`src/rtl/bsi_pkg.sv`:
```
package bsi_pkg;
  // increment produced by one reference comparison
  typedef enum logic [1:0] {
    INC_NONE = 2'b00,
    INC_UP   = 2'b01,
    INC_DOWN = 2'b11
  } inc_e;
endpackage

```
`src/rtl/bsi_ref_decode.sv`:
```
module bsi_ref_decode
  import bsi_pkg::*;
(
  input  logic clk,
  input  logic rst_n,
  input  logic clear,
  input  logic advance,
  input  logic bit_in,
  output inc_e inc
);
  logic zref_q;

  always_ff @(posedge clk or negedge rst_n) begin
    if (!rst_n)       zref_q <= 1'b0;
    else if (clear)   zref_q <= 1'b0;
    else if (advance) zref_q <= ~zref_q;
  end

  always_comb begin
    if (bit_in && !zref_q)      inc = INC_UP;
    else if (!bit_in && zref_q) inc = INC_DOWN;
    else                        inc = INC_NONE;
  end
endmodule

```
`src/rtl/bsi_sat_acc.sv`:
```
module bsi_sat_acc
  import bsi_pkg::*;
#(
  parameter int ACC_W = 8
) (
  input  logic                    clk,
  input  logic                    rst_n,
  input  logic                    load,
  input  logic signed [ACC_W-1:0] load_val,
  input  logic                    en,
  input  inc_e                    inc,
  output logic signed [ACC_W-1:0] acc
);
  localparam logic signed [ACC_W-1:0] TOP = {1'b0, {(ACC_W-1){1'b1}}};
  localparam logic signed [ACC_W-1:0] BOT = {1'b1, {(ACC_W-1){1'b0}}};

  logic signed [ACC_W:0]   wide;
  logic signed [ACC_W:0]   step;
  logic signed [ACC_W-1:0] next;

  always_comb begin
    step = {{(ACC_W-1){inc[1]}}, inc};
    wide = {acc[ACC_W-1], acc} + step;
    if (wide[ACC_W] != wide[ACC_W-1]) next = wide[ACC_W] ? BOT : TOP;
    else                              next = wide[ACC_W-1:0];
  end

  always_ff @(posedge clk or negedge rst_n) begin
    if (!rst_n)    acc <= '0;
    else if (load) acc <= load_val;
    else if (en)   acc <= next;
  end
endmodule

```
`src/rtl/bsi_sd_mod.sv`:
```
module bsi_sd_mod #(
  parameter int ACC_W = 8
) (
  input  logic                    clk,
  input  logic                    rst_n,
  input  logic                    clear,
  input  logic                    en,
  input  logic signed [ACC_W-1:0] x,
  output logic                    bit_now
);
  localparam int VW = ACC_W + 2;
  localparam logic signed [VW-1:0] HALF = VW'(1) <<< (ACC_W - 1);

  logic signed [VW-1:0] v_q;
  logic signed [VW-1:0] v_d;

  always_comb begin
    bit_now = ~v_q[VW-1];
    v_d = v_q + {{2{x[ACC_W-1]}}, x} - (bit_now ? HALF : -HALF);
  end

  always_ff @(posedge clk or negedge rst_n) begin
    if (!rst_n)     v_q <= '0;
    else if (clear) v_q <= '0;
    else if (en)    v_q <= v_d;
  end
endmodule

```
`src/rtl/bit_stream_integrator.sv`:
```
module bit_stream_integrator
  import bsi_pkg::*;
#(
  parameter int ACC_W = 8
) (
  input  logic             clk,
  input  logic             rst_n,
  input  logic             init,
  input  logic [ACC_W-1:0] init_value,
  input  logic             in_valid,
  output logic             in_ready,
  input  logic             in_bit,
  output logic             out_valid,
  input  logic             out_ready,
  output logic             out_bit,
  output logic [ACC_W-1:0] acc_value
);
  logic                    fire;
  inc_e                    inc;
  logic signed [ACC_W-1:0] acc;
  logic                    mod_bit;

  assign in_ready  = !init && (!out_valid || out_ready);
  assign fire      = in_valid && in_ready;
  assign acc_value = acc;

  bsi_ref_decode u_dec (
    .clk(clk), .rst_n(rst_n), .clear(init), .advance(fire),
    .bit_in(in_bit), .inc(inc)
  );

  bsi_sat_acc #(.ACC_W(ACC_W)) u_acc (
    .clk(clk), .rst_n(rst_n), .load(init), .load_val(init_value),
    .en(fire), .inc(inc), .acc(acc)
  );

  bsi_sd_mod #(.ACC_W(ACC_W)) u_mod (
    .clk(clk), .rst_n(rst_n), .clear(init), .en(fire),
    .x(acc), .bit_now(mod_bit)
  );

  always_ff @(posedge clk or negedge rst_n) begin
    if (!rst_n) begin
      out_valid <= 1'b0;
      out_bit   <= 1'b0;
    end else if (init) begin
      out_valid <= 1'b0;
    end else if (fire) begin
      out_valid <= 1'b1;
      out_bit   <= mod_bit;
    end else if (out_ready) begin
      out_valid <= 1'b0;
    end
  end
endmodule

```
`config.mk`:
```
export PLATFORM = sky130hd
export DESIGN_NAME = bit_stream_integrator
export DESIGN_NICKNAME = d
export VERILOG_FILES = /design/src/rtl/bsi_pkg.sv /design/src/rtl/bsi_ref_decode.sv /design/src/rtl/bsi_sat_acc.sv /design/src/rtl/bsi_sd_mod.sv /design/src/rtl/bit_stream_integrator.sv
export SDC_FILE = /design/constraint.sdc
export NUM_CORES = 1
export LEC_CHECK = 0
export ABC_AREA = 0
export CORE_MARGIN = 3
export CORE_UTILIZATION = 35
export CTS_CLUSTER_SIZE = 10
export DETAILED_ROUTE_END_ITERATION = 8
export DONT_BUFFER_PORTS = 1
export GPL_ROUTABILITY_DRIVEN = 0
export GPL_TIMING_DRIVEN = 0
export SYNTH_ARGS = -nofsm -noshare
export SYNTH_HDL_FRONTEND = slang
export SYNTH_SLANG_ARGS = --single-unit
```
`constraint.sdc`:
```
create_clock -name clk -period 7.8 [get_ports clk]
set_input_delay 0 -clock clk [delete_from_list [all_inputs] [get_ports clk]]
set_output_delay 0 -clock clk [all_outputs]
set_load 0.02 [all_outputs]
```
==> results of run 1 <==
[per-stage QoR]
stage          util [%]  setup WS [ns]  hold slack (ns)  total power, uW  cells
4_1_cts            41.4           4.53           0.0239              602    319
2_1_floorplan         -           4.88           -0.296              457    235
3_5_place_dp       38.7           4.54           -0.295              517    305
6_report           41.4           4.51           0.0197              599    319
5_1_grt            41.4           4.21           0.0633              669    319
3_3_place_gp       38.7           4.55           -0.295              516    305
[critical path: cells and delay by family, from the launching register on]
family	cells	cell delay [ns]
AOI/OAI and AO/OA	6	1.21
and+or+nand+nor	1	0.18
xor gates and xnor gates	1	0.19
DFF	1	0.39
buffers and inverters	3	0.75
adders and majority gates	2	0.46
[state kept, by name, summed over array words and instances (netlist names)]
name,flops
u_mod.v_q,10
u_acc.acc,8
out_bit,1
out_valid,1
u_dec.zref_q,1
[cells by family (layout without fill, tap and decap cells)]
| kind of cell | Yosys count | in the layout | synth area share (%) |
|---|---|---|---|
| fa+ha+maj | 22 | 22 | 14.6 |
| simple gates | 60 | 60 | 16.7 |
| buf+inv | 52 | 66 | 11.6 |
| xor+xnor | 18 | 18 | 8.14 |
| compound gates | 62 | 62 | 21.8 |
| flops | 21 | 21 | 27.1 |
[timing repair]
item                                    in CTS  in global routing
gates resized for setup                      0                  0
hold buffers                                10                  0
hold endpoints to repair                    29                  0
endpoints found under the setup margin       0                  0
[layer usage]
layer / track usage (%) / share of wire [%] / vias to the layer above
li1: - / - / 832
met1: 20.9 / 48 / 749
met2: 24.7 / 48 / 19
met3: 2.02 / 2.7 / 5
met4: 5.07 / 1.3 / 0
met5: 0 / 0 / -
[cells in the final DEF, fill, tap and decap left out, types with 2 or more instances in the layout]
cell,instances
inv_1,38
ha_1,21
dfrtp_1,21
o21ai_0,16
nand2_1,15
a21oi_1,13
xnor2_1,13
nor2_1,10
dlygate4sd3_1,10
clkbuf_1,8
o31ai_1,8
or3_1,7
nand2b_1,6
xor2_1,5
nor3_1,5
o211ai_1,4
buf_6,3
buf_2,3
nor2b_1,3
nand3b_1,3
clkbuf_8,3
and2_1,2
o22ai_1,2
o31a_1,2
nand4b_1,2
and3_1,2
a22oi_1,2
o21ai_1,2
a221oi_1,2
nand3_1,2
[layout make-up]
| cell class | count | share of cell area, % |
|---|---|---|
| Buffer | 14 | 3.81 |
| Tap cell | 70 | 4.04 |
| Inverter | 38 | 6.57 |
| Sequential cell | 21 | 24.2 |
| Clock buffer | 4 | 2.08 |
| Multi-Input combinational cell | 162 | 54.7 |
| Timing Repair Buffer | 10 | 4.61 |
[path summary, 6_finish.rpt]
path                       slack [ns]  cells after the start                  endpoint
max reg2reg                      4.51                     13  u_acc.acc[1]$_DFFE_PN0P_
max                              4.51                     13  u_acc.acc[1]$_DFFE_PN0P_
min reg2reg                      0.53                      2  u_mod.v_q[0]$_DFFE_PN0P_
min                              0.02                      3  u_acc.acc[3]$_DFFE_PN0P_
max in group asynchronous        6.86                      1  u_dec.zref_q$_DFFE_PN0P_
min in group asynchronous        0.34                      1       out_bit$_DFFE_PN0P_
[synth_stat cells, types with 4 or more instances]
cell | count | area [sq um]
nand2_1 | 15 | 56.3
nor3_1 | 5 | 25.0
nor2_1 | 10 | 37.5
ha_1 | 21 | 263
clkbuf_1 | 7 | 26.3
inv_1 | 38 | 143
o21ai_0 | 16 | 80.1
o31ai_1 | 8 | 60.1
o211ai_1 | 4 | 30.0
xnor2_1 | 13 | 114
dfrtp_1 | 21 | 526
xor2_1 | 5 | 43.8
nand2b_1 | 6 | 37.5
a21oi_1 | 13 | 65.1
or3_1 | 7 | 43.8
[report_power, final]
part / leakage (uW) / switching [uW] / internal, uW / total, uW
sequential: 0.000263 / 29.4 / 134 / 163
clock: 0.0000228 / 39.1 / 36.5 / 75.6
combinational: 0.000690 / 197 / 163 / 360
==> metrics.md, run 1 <==
| Metric | Value |
|---|---|
| H-tree depth | 1 |
| Worst-path cell chain | ha_1, buf_4, clkbuf_1, xor2_1, ha_1, a21boi_1, o22ai_1, o311a_1, o22ai_2, and2_1, buf_6, o21ai_1, a221oi_1 |
| Worst r2r src | u_dec.zref_q$_DFFE_PN0P_ |
| I/O Buffers | 0 |
| # IOs | 25 |
| Worst relative slew slack | 33.5% |
| Syn nets | 271 |
| DIE AREA | 6460 sq um |
| Largest net degree at the start of global routing | 22 |
| Actual slew at the worst max-slew pin | 0.995 ns |
| Post-synth EDFFs | 0 |
| Tot GR Track Use | 15.3% |
| Post-CTS setup repair buffer count | 0 |
| Crit path DAT | 3.45 ns |
| Top cell by count, worst path | ha_1 |
| Die extent in x | 80.4 um |
| Flops & latches, synth | 21 |
| FF/Latch Area | 526 sq um |
| P&R area growth vs syn | 12.0% |
| Final nets | 286 |
| Clock sink count | 21 |
| Final HPWL from detailed placement | 3.36 mm |
| Worst Skew | 0.00452 ns |
| Clock Pin Slew Worst Setup and Hold Paths | 0.08 ns |
| Rows | 26 |
| Worst skew pair latency | between 0.2 and 0.3 ns |
| Area of the multi-input gates | 1190 sq um |
| WL/cell | ~14 um |
| DR iter-0 viols | 63 |
| TritonCTS clock tree | done |
| Maximum root-to-sink buffer count | 2 |
| Unrepaired setup endpoints after global routing | no |
| Num CTS Buffers | 3 |
| ANT nets after route | 0 |
| Final setup TNS | 0 ns |
| Power density over the cells | 276 nW/um^2 |
| Fin. Hold Viols | 0 |
| Syn_area_per_cell | between 8 and 9 sq um |
| Gr ovfl total | 0 |
| DRC | 0 |
| Crit Path Max Fanout | 10 |
| Final setup vio count | 0 |
| Clock root cell | clkbuf_8 |
| Leakage | 0.000977 uW |
| Worst setup EP type | flip-flop |
| Fmax | 0.304 GHz |
| YS warnings | 0 |
| Routed wire length | roughly 4.5 mm |
| Status | finished, final reports clean |
| Top FF cell, synth | dfrtp_1 |
| Final-report max-slew violation count | 0 |
| Synthesized cell area | 1940 sq um |
| Post-DP Area | 2020 sq um |
| Core area | 5240 sq um |
| Initial core utilization | between 30% and 40% |
| Max IR drop VDD | 0.130 mV |
| ANT cells | 0 |
| Worst Setup SP | u_dec.zref_q$_DFFE_PN0P_ |
| Hold Startpoint | init_value[3] |
| Final Cell Area | 2170 sq um |
| Hold Path Class | in2reg |
| Crit Path Class | reg2reg |
| Total vias in the final route | between 1500 and 2000 |
| Critical Path RT | 7.96 ns |
| Pre-Repair DR Iteration Count | 4 |
| Max Cap Viol | 0 |
| Global-route wire length before repair | 7.73 mm |
| Post-synthesis cell type count | 44 |
| Filler cells | 543 |
| CP startpoint kind | flip-flop |
| Vias in the first global route | between 1500 and 2000 |
| FFs w/ async S/R, synth | 100% |
| Worst stage delay on the critical path | 0.42 ns |
| Share of layout cells above drive strength 1 | roughly 6.0% |
| Initial antenna violation count | 0 |
| Min Tclk post-route | 3.29 ns |
| Cell count after synthesis | 235 |
| Routed vias/inst | 5.03 |
| Slowest cell on the critical path | clkbuf_1 |
| DIE HEIGHT | 80.4 um |
| Register area share after synthesis | 27.1% |
| Final period utilization | 42.1% |
(Power assumes the default switching activity.)
==> run 2, diff against run 1 <==
- clock period: 7.8 -> 3.1 ns (I/O delays scaled with it)
==> run 2 against run 1 <==
Wire length shrank 0.16%. Setup slack lost 4.3 ns. Cell count grew 0.31%. Critical endpoint is now u_acc.acc[4]$_DFFE_PN0P_.
==> metrics.md, run 2 (synthesized netlist as in run 1, its figures left out) <==
| Metric | Value |
|---|---|
| Worst relative slew slack | 33.5% (+0.090 points) |
| GR Util met3 | 2.02% (unchanged) |
| Psw | 670 uW (+150%) |
| Initial core utilization | 37.0% (unchanged) |
| DRC | 0 (unchanged) |
| Final period utilization | 93.2% (+51 points) |
| Power density over the cells | 686 nW/um^2 (+150%) |
| CP top delay family | compound AO/OA/AOI/OAI gates |
| Final setup vio count | 0 (unchanged) |
| Maximum root-to-sink buffer count | 2 (unchanged) |
| Net Sw Frac | 44.2% (-0.070 points) |
| Global-route track usage on met1 | 20.9% (unchanged) |
| Clock sink count | 21 (unchanged) |
| Clock root cell | clkbuf_8 |
| Final Cell Area | 2210 sq um (+1.7%) |
| Fin Hold WS | 0.0199 ns (+0.000244 ns) |
| Unrepaired setup endpoints after global routing | no |
| Max IR drop VDD | 0.327 mV (+150%) |
| Max reg flops | 10 (unchanged) |
| Top cell by count, worst path | buf_6 |
| Worst Skew | 0.00556 ns (+0.00105 ns) |
| Vias in the first global route | 1578 (unchanged) |
| Tot GR Track Use | 15.3% (unchanged) |
| Grt peak-use layer | met2 |
| Worst stage delay on the critical path | 0.41 ns (about the same) |
| Pre-CTS setup slack | -0.161 ns (-4.70 ns) |
| Clock power share | 12.6% (about the same) |
| TritonCTS clock tree | done |
| Largest net degree at the start of global routing | 22 (unchanged) |
| Fin. Hold Viols | 0 (unchanged) |
| Sequential share of power | 27.1% (about the same) |
| Routed vias/inst | 5.02 (-0.19%) |
| Largest registers | u_mod.v_q x10, u_acc.acc x8 |
| I/O Buffers | 0 (unchanged) |
| DR iter-0 viols | 59 (-6.3%) |
| Gr ovfl total | 0 (unchanged) |
| CP startpoint kind | flip-flop |
| Worst-path cell chain | ha_4, buf_4, buf_6, xor2_1, ha_1, or3_4, a21oi_4, o311a_1, o22ai_2, or2_1, buf_6, a211oi_2, a221oi_1 |
| Internal power | 845 uW (+150%) |
| Hold Path Class | in2reg |
| Clock Pin Slew Worst Setup and Hold Paths | 0.08 ns (about the same) |
| Routed wire length | 4.45 mm (-0.16%) |
| Fmax | 0.346 GHz (+14%) |
| Crit path DAT | 3.01 ns (-0.44 ns) |
| Slowest cell on the critical path | dfrtp_1 |
| Total power | 1510 uW (+150%) |
| Post-DP Area | 2020 sq um (unchanged) |
| Actual slew at the worst max-slew pin | 0.994 ns (-0.00135 ns) |
| Total vias in the final route | 1607 (+0.12%) |
| Worst setup EP type | flip-flop |
| DIE AREA | 6460 sq um (unchanged) |
| Min Tclk post-route | 2.89 ns (-0.398 ns) |
| Worst Path Buf+Inv | 3 (unchanged) |
| P&R area growth vs syn | 13.9% |
| ANT cells | 0 (unchanged) |
| Initial antenna violation count | 0 (unchanged) |
| Crit Path Class | reg2reg |
| Commonest non-fill, non-tap cell in the layout | inv_1 |
| Most flops, register | u_mod.v_q |
| Share of layout cells above drive strength 1 | 8.00% (+2.0 points) |
| Setup slack after layout | 0.211 ns (-4.30 ns) |
| Global-route wire length before repair | 7.73 mm (unchanged) |
| H-tree depth | 1 (unchanged) |
| Rows | 26 (unchanged) |
| Leakage | 0.000991 uW (+1.5%) |
| WL/cell | 13.9 um (-0.47%) |
| Final HPWL from detailed placement | 3.36 mm (unchanged) |
| Core area | 5240 sq um (unchanged) |
| # IOs | 25 (unchanged) |
| Worst skew pair latency | 0.27 ns (about the same) |
| DIE HEIGHT | 80.4 um (unchanged) |
| Most frequent cells in the layout | inv_1 (38), dfrtp_1 (21), ha_1 (19), o21ai_0 (16), nand2_1 (15) |
| Num CTS Buffers | 3 (unchanged) |
| Critical Path RT | 3.22 ns (-4.74 ns) |
| Status | finished, final reports clean |
| Comb pwr share | 60.3% (+0.2 points) |
| Final nets | 287 (+0.35%) |
| Met2 GRT Util | 24.7% (unchanged) |
| Final-report max-slew violation count | 0 (unchanged) |
| Max Cap Viol | 0 (unchanged) |
| Pre-Repair DR Iteration Count | 4 (unchanged) |
| Die extent in x | 80.4 um (unchanged) |
| ANT nets after route | 0 (unchanged) |
| Crit Path Max Fanout | 10 (unchanged) |
[run 2: cell type report]
| type | count | area [sq um] |
|---|---|---|
| buffer | 14 | 90.1 |
| clock buffer | 4 | 45.0 |
| fill | 542 | 3030 |
| inverter | 38 | 143 |
| multi-input combinational | 162 | 1210 |
| sequential | 21 | 526 |
| tap | 70 | 87.6 |
| timing repair buffer | 11 | 108 |
[run 2: worst paths after layout]
check,startpoint,endpoint,slack (ns),depth (start not counted)
worst max-delay path,u_dec.zref_q$_DFFE_PN0P_,u_acc.acc[4]$_DFFE_PN0P_,0.21,13
worst min-delay path,init_value[3],u_acc.acc[3]$_DFFE_PN0P_,0.02,3
worst max register to register,u_dec.zref_q$_DFFE_PN0P_,u_acc.acc[4]$_DFFE_PN0P_,0.21,13
worst min register to register,u_mod.v_q[0]$_DFFE_PN0P_,u_mod.v_q[0]$_DFFE_PN0P_,0.53,2
max in group asynchronous,rst_n,u_acc.acc[3]$_DFFE_PN0P_,2.16,1
min in group asynchronous,rst_n,out_bit$_DFFE_PN0P_,0.34,1
[run 2: routing by layer]
layer	wire (um)	vias up
met5	0	-
met4	56	0
met3	165	5
met2	2120	26
met1	2110	743
li1	-	833
[run 2: repair_timing]
item / in CTS / in global routing
gates resized for setup: 2 / 6
hold buffers: 10 / 0
endpoints found under the setup margin: 7 / 7
endpoints found under the hold margin: 29 / 0
pin swaps: 0 / 1
cloned: 0 / 0
setup buffers: 0 / 1
[run 2: tightest hold or removal path: stages]
cell      delay, ns
nand2b_1       0.14
o31ai_1        0.07
a21oi_1        0.04
[run 2: power by group through the flow]
stage               registers, uW  logic (uW)  clock network (uW)
floorplan                     403         748                   0
global placement              416         881                   0
detailed placement            417         884                   0
CTS                           411         909                 194
global route                  419        1060                 207
finish                        410         914                 191
[run 2: stage by stage]
step                      setup TNS [ns]  cells  util (%)
after detailed placement          -0.908    305      38.7
after global placement            -0.846    305      38.7
after CTS                              0    319      41.5
after global routing                   0    320      42.1
final                                  0    320      42.1
after floorplan                        0    235         -
==> run 3, diff against run 2 <==
- PLACE_DENSITY: unset -> 0.59
- REMOVE_ABC_BUFFERS: unset -> 1
- clock period: 3.1 -> 3.43 ns (I/O delays scaled with it)
==> run 3 against run 2 <==
Hold slack got worse by 0.0060 ns. First-iteration DRC count grew 56%. Design area fell by 4.8%.
==> metrics.md, run 3 (synthesized netlist as in run 1, its figures left out) <==
| Metric | Value |
|---|---|
| Setup slack after layout | 0.438 ns (+0.227 ns) |
| TritonCTS clock tree | done |
| Actual slew at the worst max-slew pin | 1.02 ns (+0.0280 ns) |
| Rows | 26 (unchanged) |
| Min Tclk post-route | 2.99 ns (+0.103 ns) |
| Core area | 5240 sq um (unchanged) |
| Fmax | 0.334 GHz (-3.4%) |
| Share of layout cells above drive strength 1 | 3.81% (-4.2 points) |
| Worst stage delay on the critical path | 0.47 ns (+0.06 ns) |
| Worst skew pair latency | 0.27 ns (about the same) |
| Clock sink count | 21 (unchanged) |
| DIE AREA | 6460 sq um (unchanged) |
| Worst Skew | 0.00691 ns (+0.00135 ns) |
| DR iter-0 viols | 92 (+56%) |
| Slowest cell on the critical path | ha_2 |
| Global-route wire length before repair | 7.42 mm (-4.1%) |
| Max reg flops | 10 (unchanged) |
| Max Cap Viol | 0 (unchanged) |
| R2r endpoint | u_acc.acc[1]$_DFFE_PN0P_ |
| Num CTS Buffers | 3 (unchanged) |
| Initial core utilization | 37.0% (unchanged) |
| Initial antenna violation count | 0 (unchanged) |
| WL/cell | 13.8 um (-0.57%) |
| Worst setup EP type | flip-flop |
| H-tree depth | 1 (unchanged) |
| Crit path DAT | 3.16 ns (+0.15 ns) |
| Worst relative slew slack | 31.7% (-1.9 points) |
| Tot GR Track Use | 14.5% (-0.80 points) |
| Hold depth | 3 (unchanged) |
| Final setup vio count | 0 (unchanged) |
| Maximum root-to-sink buffer count | 2 (unchanged) |
| Routed wire length | 4.23 mm (-4.9%) |
| Final HPWL from detailed placement | 2.97 mm (-12%) |
| CP startpoint kind | flip-flop |
| FF/Latch Area | 526 sq um (unchanged) |
| # IOs | 25 (unchanged) |
| Clock Pin Slew Worst Setup and Hold Paths | 0.08 ns (about the same) |
| Unrepaired setup endpoints after global routing | no |
| Fin Hold WS | 0.0139 ns (-0.00604 ns) |
| Gr ovfl total | 0 (unchanged) |
| Final period utilization | 87.2% (-6.0 points) |
| DRC | 0 (unchanged) |
| Most flops, register | u_mod.v_q |
| Cells on worst reg2reg path | 10 (-3) |
| Leakage | 0.000936 uW (-5.5%) |
| Final setup TNS | 0 ns (unchanged) |
| Commonest non-fill, non-tap cell in the layout | inv_1 |
| Hold Startpoint | init |
| Hold Path Class | in2reg |
| P&R area growth vs syn | 8.40% |
| Crit Path Class | reg2reg |
| Worst Path Buf+Inv | 0 (-3) |
| Worst Setup SP | u_dec.zref_q$_DFFE_PN0P_ |
| Area of the multi-input gates | 1190 sq um (-1.6%) |
| DIE HEIGHT | 80.4 um (unchanged) |
| Fin. Hold Viols | 0 (unchanged) |
| Vias in the first global route | 1548 (-1.9%) |
| I/O Buffers | 0 (unchanged) |
| Largest net degree at the start of global routing | 24 (+9.1%) |
| Largest registers | u_mod.v_q x10, u_acc.acc x8 |
| Clock root cell | clkbuf_8 |
| Post-CTS setup repair buffer count | 0 (unchanged) |
| Routed vias/inst | 5.16 (+2.8%) |
| Max IR drop VDD | 0.308 mV (-6.1%) |
| Worst r2r src | u_dec.zref_q$_DFFE_PN0P_ |
| Final-report max-slew violation count | 0 (unchanged) |
| Power density over the cells | 633 nW/um^2 (-7.8%) |
| Hold Path Sink | u_dec.zref_q$_DFFE_PN0P_ |
| Crit Path Max Fanout | 23 (+13) |
| Most frequent cells in the layout | inv_1 (38), dfrtp_1 (21), ha_1 (20), o21ai_0 (16), nand2_1 (15) |
| Critical Path RT | 3.59 ns (+0.37 ns) |
| ANT cells | 0 (unchanged) |
| CP top delay family | compound AO/OA/AOI/OAI gates |
| Fin util | 40.1% (-2.0 points) |
| Filler cells | 518 (-4.4%) |
| Total vias in the final route | 1580 (-1.7%) |
| R2r setup slk | 0.44 ns (+0.23 ns) |
| ANT nets after route | 0 (unchanged) |
| Pre-CTS setup slack | 0.229 ns (+0.390 ns) |
| Die extent in x | 80.4 um (unchanged) |
| Final nets | 273 (-4.9%) |
| Worst-path cell chain | ha_2, xor2_1, ha_1, a21boi_1, o22ai_1, o311a_1, o22ai_2, and2_1, o21ai_1, a221oi_1 |
| Status | finished, final reports clean |
| Pre-Repair DR Iteration Count | 4 (unchanged) |
-- run 3: cell types whose count changed in the layout (fill, tap and decap cells not counted), sizes merged --
cell | previous run | this run
buf | 9 | 0
clkbuf | 10 | 4
dlygate4sd3 | 10 | 11
-- run 3: layer usage --
metal	routed length, um	GRT usage (%)	part of all wire, %
met3	210	1.91	5.0
met1	2090	21.2	49
met2	1880	22.0	44
met5	0	0	0
met4	55	4.22	1.3
-- run 3: what timing repair did --
action	in CTS	in global routing
hold buffers	11	0
resized for setup	0	1
endpoints found under the setup margin	0	1
endpoints found under the hold margin	40	0
-- run 3: tightest hold or removal path, delay by kind of cell --
kind	cells	cell delay, ns
AND/OR/NAND/NOR	2	0.14
AO/OA/AOI/OAI	1	0.08
-- run 3: worst max path at each step --
stage                                    end  slack, ns  cells past startpoint
finish              u_acc.acc[1]$_DFFE_PN0P_       0.44                     10
global placement    u_acc.acc[1]$_DFFE_PN0P_       0.27                     10
CTS                 u_acc.acc[1]$_DFFE_PN0P_       0.19                     10
floorplan           u_acc.acc[1]$_DFFE_PN0P_       0.65                     10
detailed placement  u_acc.acc[1]$_DFFE_PN0P_       0.23                     10
global route        u_acc.acc[1]$_DFFE_PN0P_       0.20                     10
-- run 3: cell type report --
type	instances	area share, %
clock buffer	4	2.15
inverter	38	6.79
multi-input combinational	162	56.6
sequential	21	25.0
tap	70	4.17
timing repair buffer	11	5.24
-- run 3: power breakdown --
part / switching, uW / total, uW / internal [uW]
Clock: 86.3 / 169 / 82.9
Combinational: 416 / 768 / 351
Sequential: 89.2 / 393 / 303
Total: 592 / 1330 / 738
-- run 3: through the flow --
step,instances,cell area [sq um],power [uW]
2_1_floorplan,221,1850,1010
3_3_place_gp,291,1940,1140
3_5_place_dp,291,1940,1150
4_1_cts,306,2100,1340
5_1_grt,306,2100,1490
6_report,306,2100,1330
